--- config.mk ---
export PLATFORM = sky130hd
export DESIGN_NAME = host_mbox_port
export DESIGN_NICKNAME = d
export VERILOG_FILES = /design/src/rtl/hmp_pkg.sv /design/src/rtl/hmp_fifo.sv /design/src/rtl/hmp_mbox.sv /design/src/rtl/hmp_status.sv /design/src/rtl/host_mbox_port.sv
export SDC_FILE = /design/constraint.sdc
export NUM_CORES = 1
export LEC_CHECK = 0
export BUFFER_PORTS_ARGS = -buffer_cell sky130_fd_sc_hd__buf_2
export CELL_PAD_IN_SITES_DETAIL_PLACEMENT = 0
export CELL_PAD_IN_SITES_GLOBAL_PLACEMENT = 1
export CORE_MARGIN = 2
export CORE_UTILIZATION = 48
export CTS_CLUSTER_DIAMETER = 50
export DETAILED_ROUTE_END_ITERATION = 6
export PLACE_DENSITY_LB_ADDON = 0.1
export SYNTH_ARGS = -nofsm -noshare
export SYNTH_HDL_FRONTEND = slang
export SYNTH_SLANG_ARGS = --single-unit
--- constraint.sdc ---
create_clock -name clk -period 3.08 [get_ports clk]
set_input_delay 0.308 -clock clk [delete_from_list [all_inputs] [get_ports clk]]
set_output_delay 0.308 -clock clk [all_outputs]
set_load 0.005 [all_outputs]
--- src/rtl/hmp_pkg.sv ---
package hmp_pkg;
  // status byte bit positions
  localparam int ST_OMB    = 7;
  localparam int ST_OFULL  = 6;
  localparam int ST_IEMPTY = 5;
  localparam int ST_OHALF  = 4;
  localparam int ST_IHALF  = 3;
  localparam int ST_IMB    = 2;
  localparam int ST_IFULL  = 1;
  localparam int ST_OEMPTY = 0;

  // enable byte bit positions
  localparam int MK_RSEL   = 7;
  localparam int MK_IMB    = 6;
  localparam int MK_IFULL  = 5;
  localparam int MK_IEMPTY = 3;
  localparam int MK_OFULL  = 2;
  localparam int MK_OEMPTY = 0;
  localparam logic [7:0] MK_LEGAL = 8'hED;

  // register offsets
  localparam logic [2:0] A_DATA = 3'd0;
  localparam logic [2:0] A_DHI  = 3'd1;
  localparam logic [2:0] A_STAT = 3'd2;
  localparam logic [2:0] A_MBOX = 3'd3;
  localparam logic [2:0] A_CTRL = 3'd7;

  // active interrupt sources: status bits routed through their enables
  function automatic logic [7:0] irq_sources(logic [7:0] st, logic [7:0] mk);
    logic [7:0] s;
    s = '0;
    s[6] = mk[MK_IMB]    & st[ST_IMB];
    s[5] = mk[MK_IFULL]  & st[ST_IFULL];
    s[3] = mk[MK_IEMPTY] & st[ST_IEMPTY];
    s[2] = mk[MK_OFULL]  & st[ST_OFULL];
    s[0] = mk[MK_OEMPTY] & st[ST_OEMPTY];
    return s;
  endfunction

  function automatic logic at_half(int unsigned cnt, int unsigned depth);
    return (cnt * 2) >= depth;
  endfunction
endpackage

--- src/rtl/hmp_fifo.sv ---
module hmp_fifo #(
  parameter int W     = 8,
  parameter int DEPTH = 16,
  localparam int AW   = (DEPTH > 1) ? $clog2(DEPTH) : 1,
  localparam int CW   = $clog2(DEPTH + 1)
) (
  input  logic          clk,
  input  logic          rst_n,
  input  logic          flush,
  input  logic          push,
  input  logic [W-1:0]  wdata,
  input  logic          pop,
  output logic [W-1:0]  rdata,
  output logic [CW-1:0] count,
  output logic          full,
  output logic          empty
);
  logic [W-1:0]  mem [DEPTH];
  logic [AW-1:0] wp, rp;
  logic          push_ok, pop_ok;

  function automatic logic [AW-1:0] bump(logic [AW-1:0] p);
    return (p == AW'(DEPTH - 1)) ? '0 : p + 1'b1;
  endfunction

  assign full    = (count == CW'(DEPTH));
  assign empty   = (count == '0);
  assign push_ok = push & ~full;
  assign pop_ok  = pop & ~empty;
  assign rdata   = mem[rp];

  always_ff @(posedge clk or negedge rst_n) begin
    if (!rst_n) begin
      wp <= '0; rp <= '0; count <= '0;
    end else if (flush) begin
      wp <= '0; rp <= '0; count <= '0;
    end else begin
      if (push_ok) wp <= bump(wp);
      if (pop_ok)  rp <= bump(rp);
      count <= count + CW'(push_ok) - CW'(pop_ok);
    end
  end

  always_ff @(posedge clk) begin
    if (push_ok && !flush) mem[wp] <= wdata;
  end
endmodule

--- src/rtl/hmp_mbox.sv ---
module hmp_mbox #(
  parameter int MW = 6
) (
  input  logic          clk,
  input  logic          rst_n,
  input  logic          clear,
  input  logic          put,
  input  logic [MW-1:0] put_data,
  input  logic          take,
  output logic [MW-1:0] data,
  output logic          full
);
  always_ff @(posedge clk or negedge rst_n) begin
    if (!rst_n) begin
      data <= '0; full <= 1'b0;
    end else if (clear) begin
      data <= '0; full <= 1'b0;
    end else if (put) begin
      data <= put_data; full <= 1'b1;
    end else if (take) begin
      full <= 1'b0;
    end
  end
endmodule

--- src/rtl/hmp_status.sv ---
module hmp_status
  import hmp_pkg::*;
#(
  parameter int DEPTH = 16,
  parameter int CW    = 5
) (
  input  logic [CW-1:0] in_cnt,
  input  logic [CW-1:0] out_cnt,
  input  logic          in_full,
  input  logic          in_empty,
  input  logic          out_full,
  input  logic          out_empty,
  input  logic          imb_full,
  input  logic          omb_full,
  input  logic [7:0]    mask,
  input  logic          glob_en,
  output logic [7:0]    stat,
  output logic          irq
);
  always_comb begin
    stat            = '0;
    stat[ST_OMB]    = omb_full;
    stat[ST_OFULL]  = out_full;
    stat[ST_IEMPTY] = in_empty;
    stat[ST_OHALF]  = at_half(int'(out_cnt), DEPTH);
    stat[ST_IHALF]  = at_half(int'(in_cnt), DEPTH);
    stat[ST_IMB]    = imb_full;
    stat[ST_IFULL]  = in_full;
    stat[ST_OEMPTY] = out_empty;
  end

  assign irq = glob_en & (|irq_sources(stat, mask));
endmodule

--- src/rtl/host_mbox_port.sv ---
module host_mbox_port
  import hmp_pkg::*;
#(
  parameter int DEPTH     = 16,
  parameter int WORD_MODE = 1,
  localparam int FW       = (WORD_MODE != 0) ? 16 : 8,
  localparam int CW       = $clog2(DEPTH + 1)
) (
  input  logic          clk,
  input  logic          rst_n,
  input  logic [2:0]    host_addr,
  input  logic [15:0]   host_wdata,
  input  logic          host_wr,
  input  logic          host_rd,
  input  logic          host_wide,
  output logic [15:0]   host_rdata,
  output logic          board_rst,
  input  logic          dev_in_push,
  input  logic [FW-1:0] dev_in_data,
  output logic          dev_in_full,
  input  logic          dev_out_pop,
  output logic [FW-1:0] dev_out_data,
  output logic          dev_out_empty,
  input  logic          dev_mb_wr,
  input  logic [5:0]    dev_mb_wdata,
  input  logic          dev_mb_rd,
  output logic [5:0]    dev_mb_rdata,
  output logic          dev_mb_out_full,
  output logic          dev_mb_in_full,
  input  logic          dev_irq_arm,
  output logic          irq
);
  // named internal events
  logic host_push, host_pop, wr_hi, wr_mask, host_mb_put, host_mb_take, board_flush;
  logic [7:0]    mask_q;
  logic          glob_en;
  logic [7:0]    stat_byte;
  logic [CW-1:0] in_cnt, out_cnt;
  logic          in_empty, out_full;
  logic [FW-1:0] in_rdata, out_wdata;
  logic [15:0]   rd_word;
  logic [5:0]    imb_data;

  assign host_push    = host_wr & (host_addr == A_DATA);
  assign wr_hi        = host_wr & (host_addr == A_DHI);
  assign wr_mask      = host_wr & (host_addr == A_STAT);
  assign host_mb_put  = host_wr & (host_addr == A_MBOX);
  assign board_flush  = host_wr & (host_addr == A_CTRL);
  assign host_pop     = host_rd & (host_addr == A_DATA);
  assign host_mb_take = host_rd & (host_addr == A_MBOX) & ~mask_q[MK_RSEL];

  generate
    if (WORD_MODE != 0) begin : g_word
      logic [7:0] hi_q;
      always_ff @(posedge clk or negedge rst_n) begin
        if (!rst_n)           hi_q <= '0;
        else if (board_flush) hi_q <= '0;
        else if (wr_hi)       hi_q <= host_wdata[7:0];
      end
      assign out_wdata = host_wide ? host_wdata : {hi_q, host_wdata[7:0]};
      assign rd_word   = host_wide ? in_rdata : {8'h00, in_rdata[7:0]};
    end else begin : g_byte
      assign out_wdata = host_wdata[7:0];
      assign rd_word   = {8'h00, in_rdata};
    end
  endgenerate

  hmp_fifo #(.W(FW), .DEPTH(DEPTH)) u_in_fifo (
    .clk(clk), .rst_n(rst_n), .flush(board_flush),
    .push(dev_in_push), .wdata(dev_in_data),
    .pop(host_pop), .rdata(in_rdata),
    .count(in_cnt), .full(dev_in_full), .empty(in_empty)
  );

  hmp_fifo #(.W(FW), .DEPTH(DEPTH)) u_out_fifo (
    .clk(clk), .rst_n(rst_n), .flush(board_flush),
    .push(host_push), .wdata(out_wdata),
    .pop(dev_out_pop), .rdata(dev_out_data),
    .count(out_cnt), .full(out_full), .empty(dev_out_empty)
  );

  hmp_mbox #(.MW(6)) u_out_mb (
    .clk(clk), .rst_n(rst_n), .clear(board_flush),
    .put(host_mb_put), .put_data(host_wdata[7:2]),
    .take(dev_mb_rd), .data(dev_mb_rdata), .full(dev_mb_out_full)
  );

  hmp_mbox #(.MW(6)) u_in_mb (
    .clk(clk), .rst_n(rst_n), .clear(board_flush),
    .put(dev_mb_wr), .put_data(dev_mb_wdata),
    .take(host_mb_take), .data(imb_data), .full(dev_mb_in_full)
  );

  always_ff @(posedge clk or negedge rst_n) begin
    if (!rst_n) begin
      mask_q <= '0; glob_en <= 1'b0; board_rst <= 1'b0;
    end else begin
      board_rst <= board_flush;
      if (board_flush) begin
        mask_q  <= '0;
        glob_en <= 1'b0;
      end else begin
        if (wr_mask)     mask_q  <= host_wdata[7:0] & MK_LEGAL;
        if (dev_irq_arm) glob_en <= 1'b1;
      end
    end
  end

  hmp_status #(.DEPTH(DEPTH), .CW(CW)) u_status (
    .in_cnt(in_cnt), .out_cnt(out_cnt),
    .in_full(dev_in_full), .in_empty(in_empty),
    .out_full(out_full), .out_empty(dev_out_empty),
    .imb_full(dev_mb_in_full), .omb_full(dev_mb_out_full),
    .mask(mask_q), .glob_en(glob_en),
    .stat(stat_byte), .irq(irq)
  );

  always_comb begin
    host_rdata = '0;
    unique case (host_addr)
      A_DATA:  host_rdata = in_empty ? 16'h0000 : rd_word;
      A_STAT:  host_rdata = {8'h00, stat_byte};
      A_MBOX:  host_rdata = {8'h00, (mask_q[MK_RSEL] ? dev_mb_rdata : imb_data), 2'b00};
      default: host_rdata = '0;
    endcase
  end
endmodule

[After elaboration in Yosys (flattened, before gate mapping)]
Memory sizes are Yosys's and may differ from the RTL's.
Cells that the tools add are included.
Cells by class
  magnitude comparators: 2
  reductions and logical operators: 18
  mux-type cells: 39
  eq/ne operators: 10
  add/subtract/negate cells: 8
  bitwise logic cells: 23
Operators with widths (number)
  2-to-1 mux 16 bit: 3
  2-to-1 mux 4 bit: 12
  one-hot mux 16 bit (3 select lines): 1
  2-to-1 mux 8 bit: 4
  2-to-1 mux 6 bit: 5
  AND 1 bit: 18
  nonzero test 2 bit: 9
  adder 4 x 1 -> 4 bit (second input constant): 4
  == test 4 bit (second input constant): 4
  greater-or-equal comparator 6 x 5 -> 1 bit (second input constant): 2
  2-to-1 mux 1 bit: 12
  adder 5 x 1 -> 5 bit: 2
  == test 5 bit (second input constant): 2
  zero test 5 bit: 2
  2-to-1 mux 5 bit: 2
  subtractor 5 x 1 -> 5 bit: 2
  == test 3 x 2 -> 1 bit (second input constant): 2
  nonzero test 3 bit: 2
  NOT 1 bit: 5
  OR reduction 5 bit: 1
  == test 3 x 1 -> 1 bit (second input constant): 1
  == test 3 bit (second input constant): 1
  zero test 3 bit: 1
  logical AND 1 bit: 2
  zero test 1 bit: 1
Word-level totals
  RAM bits: 512
  memories: 2
  input port bits: 51
  logic and storage cells: 116
  register bits: 58
  output and inout port bits: 44
Memory list
  u_in_fifo.mem: depth 16, width 16, rd ports 1, clocked after memory_dff 0, wr ports 1, line hmp_fifo.sv:18  | logic [W-1:0] mem [DEPTH];
  u_out_fifo.mem: depth 16, width 16, rd ports 1, clocked after memory_dff 0, wr ports 1, line hmp_fifo.sv:18

[Logic depth before layout (Yosys ltp)]
  depth in word-level cells: 6
  depth in mapped cells: 15

[Modules after synthesis]
From an unflattened synthesis, not the netlist that was laid out.
Unflattened totals
  cells, all modules: 1264
  area total of the unflattened synthesis: 23292.3 sq um
By module, submodules not included
  hmp_fifo: area an instance 10717.8 sq um, instances 2, sequential area each 8012.7 sq um, cells each 537
  host_mbox_port: area an instance 1206.2 sq um, instances 1, sequential area each 400.4 sq um, cells each 133
  hmp_mbox: area an instance 284.0 sq um, instances 2, sequential area each 175.2 sq um, cells each 23
  hmp_status: area an instance 82.6 sq um, instances 1, sequential area each 0.0 sq um, cells each 11

[Worst setup path after synthesis]
No wires, ideal clock.
  kind: register to register
  from: register u_in_fifo.count[2]
  to: register u_in_fifo.count[4]
  cell stages (with the launch flop): 16
  slack: 0.166 ns
  arrival time: 2.788 ns
  setup time: 0.126 ns
  path buffers: 1
  data required time: 2.954 ns
  clock period less this slack: 2.914 ns
  cell sequence: dfrtp_1 inv_1 ha_1 or4b_1 clkbuf_1 nand3_1 inv_1 ha_1 inv_1 ha_1 inv_1 fa_1 nand2b_1 a21oi_1 or3_1 a21oi_1
Between the ends
  longest elaborated chain between the ends: 6
  elaborated cells between the ends (all ways): 9
  those cells by class: 2 x add/sub; 1 x eq/ne; 1 x mux; 4 x bitwise; 1 x reduce/logical
RTL lines
  start, declared: line hmp_fifo.sv:14  | output logic [CW-1:0] count,
  start signal, assigned: line hmp_fifo.sv:40  | count <= count + CW'(push_ok) - CW'(pop_ok);
  == test 5 bit: line hmp_fifo.sv:26  | assign full = (count == CW'(DEPTH));
  NOT 1 bit: line hmp_fifo.sv:28  | assign push_ok = push & ~full;
  AND 1 bit: line hmp_fifo.sv:28
  adder 5 x 1 -> 5 bit: line hmp_fifo.sv:40
  subtractor 5 x 1 -> 5 bit *: line hmp_fifo.sv:40
  2-to-1 mux 5 bit *: line hmp_fifo.sv:35  | end else if (flush) begin
Every way passes the cells marked *; elsewhere a longest branch is shown, timed or not.
A chain may end at the register's enable or synchronous reset.

[Worst setup path in the final report]
  from: register u_in_fifo.rp[0]
  to: output host_rdata[2]
Between the ends
  longest elaborated chain between the ends: 4
RTL lines
  start, declared: line hmp_fifo.sv:19  | logic [AW-1:0] wp, rp;
  start signal, assigned: line hmp_fifo.sv:39  | if (pop_ok) rp <= bump(rp);
  memory read (16 x 16 bit)
  2-to-1 mux 16 bit: line host_mbox_port.sv:61  | assign rd_word = host_wide ? in_rdata : {8'h00, in_rdata[7:0]};
  2-to-1 mux 16 bit: line host_mbox_port.sv:121  | A_DATA: host_rdata = in_empty ? 16'h0000 : rd_word;
  one-hot mux 16 bit (3 select lines): line host_mbox_port.sv:120  | unique case (host_addr)
  end, declared: line host_mbox_port.sv:16  | output logic [15:0] host_rdata,
No other way between the ends.

==> results.cfg <==
[outcome]
outcome = complete, no violations

[critical_path]
cp.required_ns = 2.77
rr_worst_depth = 14
critPathKind = register to output port
r2r_slack_ns = 0.19
cp.arrival_ns = 2.70
path_max_fanout = 8
start_kind = register
rr_endpoint = u_out_fifo.count[4]
endpoint = host_rdata[2]
crit_start = u_in_fifo.rp[0]
r2r_start = u_out_fifo.count[3]
cp-end-kind = output port

[flow_run]
maxCapViolations = 0

[grt]
grt_overflow = 0
antenna_found_initial = 5
grt_pass1_vias = 12530
grt_pass1_wl_um = 80640
grt_usage_pct = 22.31
grt_max_degree = 42

[detailed_routing]
drt-vias-per-instance = 5.729
drc_errors = 0
drt-total-wl_um = 54550
drt_iter0_drc = 827
drtAntennaViolNets = 0
vias = 12110
drt-pass1-iter-count = 5
wl_per_cell_um = 25.82

[die]
io-pin-count = 95
design.core.area_um2 = 47550
die-area_um2 = 49650
rows = 80
die_h_um = 222.8
start_util_pct = 48.34
die_w_um = 222.8

[cells_and_area]
instances_no_fill = 2113
final_common_cell = edfxtp_1
areaGrowthSynthToFinish_pct = 17.34
multiInputGateArea_um2 = 5906
nFillCells = 3648
layout.nets = 1526
drive_above_1_share_pct = 28.34
seqCellArea_um2 = 16790
layout_common_cells = 512 x edfxtp_1, 106 x mux2i_1, 94 x buf_2

[pwr]
leakage_nw = 9.422
peakVddDrop_mv = 0.4969
power_density_nw_per_um2 = 813.0
p_total_w = 0.02193

[sta]
fin_worst_skew_ns = 0.01552
final-max-slew-violation-count = 0
fin_hold_ws_ns = 0.05339
hold_viol_final = 0
rsz0062_at_grt = true
fin_crit_ns = 3.012
fin_setup_tns_ns = 0
maxSlewHeadroom_pct = 30.74
setup_ws_ns = 0.06805
final-setup-viol-count = 0
fmax_ghz = 0.3320
worstMarginPinSlew_ns = 1.039
fin_crit_sh_pct = 97.79

[yosys]
postSynthAreaPerCell_um2 = 18.27
ys_ff_latch = 568
yosys.area_share.simple_pct = 3.985
synth_top_area_share_pct = 66.90
yosys_warnings = 0
synth_edf_count = 512
synth-seq-area-share_pct = 72.99
synth_compound_area_share_pct = 4.551
synth-xor-area-share_pct = 0.3049
syn_area_um2 = 22980
synth_top_area_cell = edfxtp_1
async_flop_share_pct = 9.859
ys_types = 59
synth_top_family_by_area = multiplexers
synth_cells = 1258
syn_nets = 1337
ys.flop_type = edfxtp_1
yosys.area_share.adder_pct = 1.590
synth.area.mux_share_pct = 14.57
ys_top_cells_by_area = edfxtp_1 67%, mux4_2 7.8%, dfrtp_1 6.1%

[hold_path]
hold_path_class = input port to register

[clocking]
clkLatencyLatePin_ns = 0.62
clkTransAtPathRegs_ns = 0.06
cts.sinks = 568
clk_path_buf_depth = 3
cts_tree = yes
h-tree-depth = 2
cts_root_buf = clkbuf_16
cts_made_buffers = 61

[place]
gp_congestion = 0.8171
dp_worst_setup_slack_ns = 0.1616
dp.cells = 1971
post-dp-hpwl_um = 32750
io_buffer_count = 94
-- through the flow --
step	instance area (um2)	util (%)
after detailed placement	24610	51.76
after CTS	26790	56.35
after global placement	24610	51.76
after floorplan	22980	-
after global routing	26970	56.72
final	26970	56.72
-- cells by family after synthesis --
logic type / count (synthesis)
xor gates and xnor gates: 8
buffers and inverters: 98
adders and majority gates: 28
DFF: 568
and+or+nand+nor: 189
muxes: 222
AOI/OAI and AO/OA: 145
-- how the worst min path moves through the flow --
stage                     from                     to  cells after the start
3_3_place_gp           glob_en                glob_en                      2
2_1_floorplan            rst_n              board_rst                      0
4_1_cts        dev_in_data[15]  u_in_fifo.mem[12][15]                      1
5_1_grt        dev_in_data[14]  u_in_fifo.mem[13][14]                      1
3_5_place_dp           glob_en                glob_en                      2
6_report       dev_in_data[15]  u_in_fifo.mem[12][15]                      1
-- synthesized netlist by cell type, types with 22 or more instances --
master / n
a221oi_1: 32
clkbuf_1: 24
ha_1: 26
nand2_1: 64
buf_2: 26
inv_1: 29
o21ai_0: 29
edfxtp_1: 512
mux2_2: 22
mux2i_1: 114
dfrtp_1: 56
mux4_2: 80
nor2_1: 50
-- flip-flops by register name, indices dropped and copies added, names as in the netlist, 4 cells and up --
name / count
u_out_fifo.count: 5
u_in_fifo.rp: 4
u_in_fifo.wp: 4
u_out_mb.data: 6
u_in_fifo.mem: 256
u_out_fifo.mem: 256
u_out_fifo.wp: 4
u_out_fifo.rp: 4
mask_q: 6
g_word.hi_q: 8
u_in_fifo.count: 5
u_in_mb.data: 6
-- layout make-up --
type / count / share of cell area, %
Sequential cell: 568 / 62.25
Multi-Input combinational cell: 592 / 21.90
Clock buffer: 78 / 5.934
Timing Repair Buffer: 192 / 5.340
Tap cell: 615 / 2.853
Clock inverter: 34 / 1.262
Inverter: 32 / 0.4454
Antenna cell: 2 / 0.01856
-- power breakdown --
part	internal, W	total, W	switching (W)
Clock	0.00404	0.00706	0.00302
Combinational	0.00253	0.00560	0.00307
Sequential	0.00892	0.00926	0.000341
-- critical path, cell delays in order, from the launching register on --
cell and delay [ns]:
dfrtp_4 0.43, buf_12 0.15, mux4_2 0.51, mux2i_2 0.31, a2111oi_2 0.13, buf_4 0.16
a221o_1 0.25, buf_2 0.13
-- repair_timing --
action	CTS	global route
setup buffers	7	11
setup endpoints to repair	24	17
hold endpoints to repair	48	0
hold buffers	10	0
gates resized for setup	14	23
-- layer usage --
metal | GRT usage, % | vias up | part of all wire, %
met5 | 0 | - | 0.053
met1 | 29.44 | 6255 | 42
li1 | - | 5442 | -
met4 | 6.235 | 4 | 2.2
met3 | 3.650 | 93 | 4.9
met2 | 38.51 | 312 | 51
(Power assumes the default switching activity.)
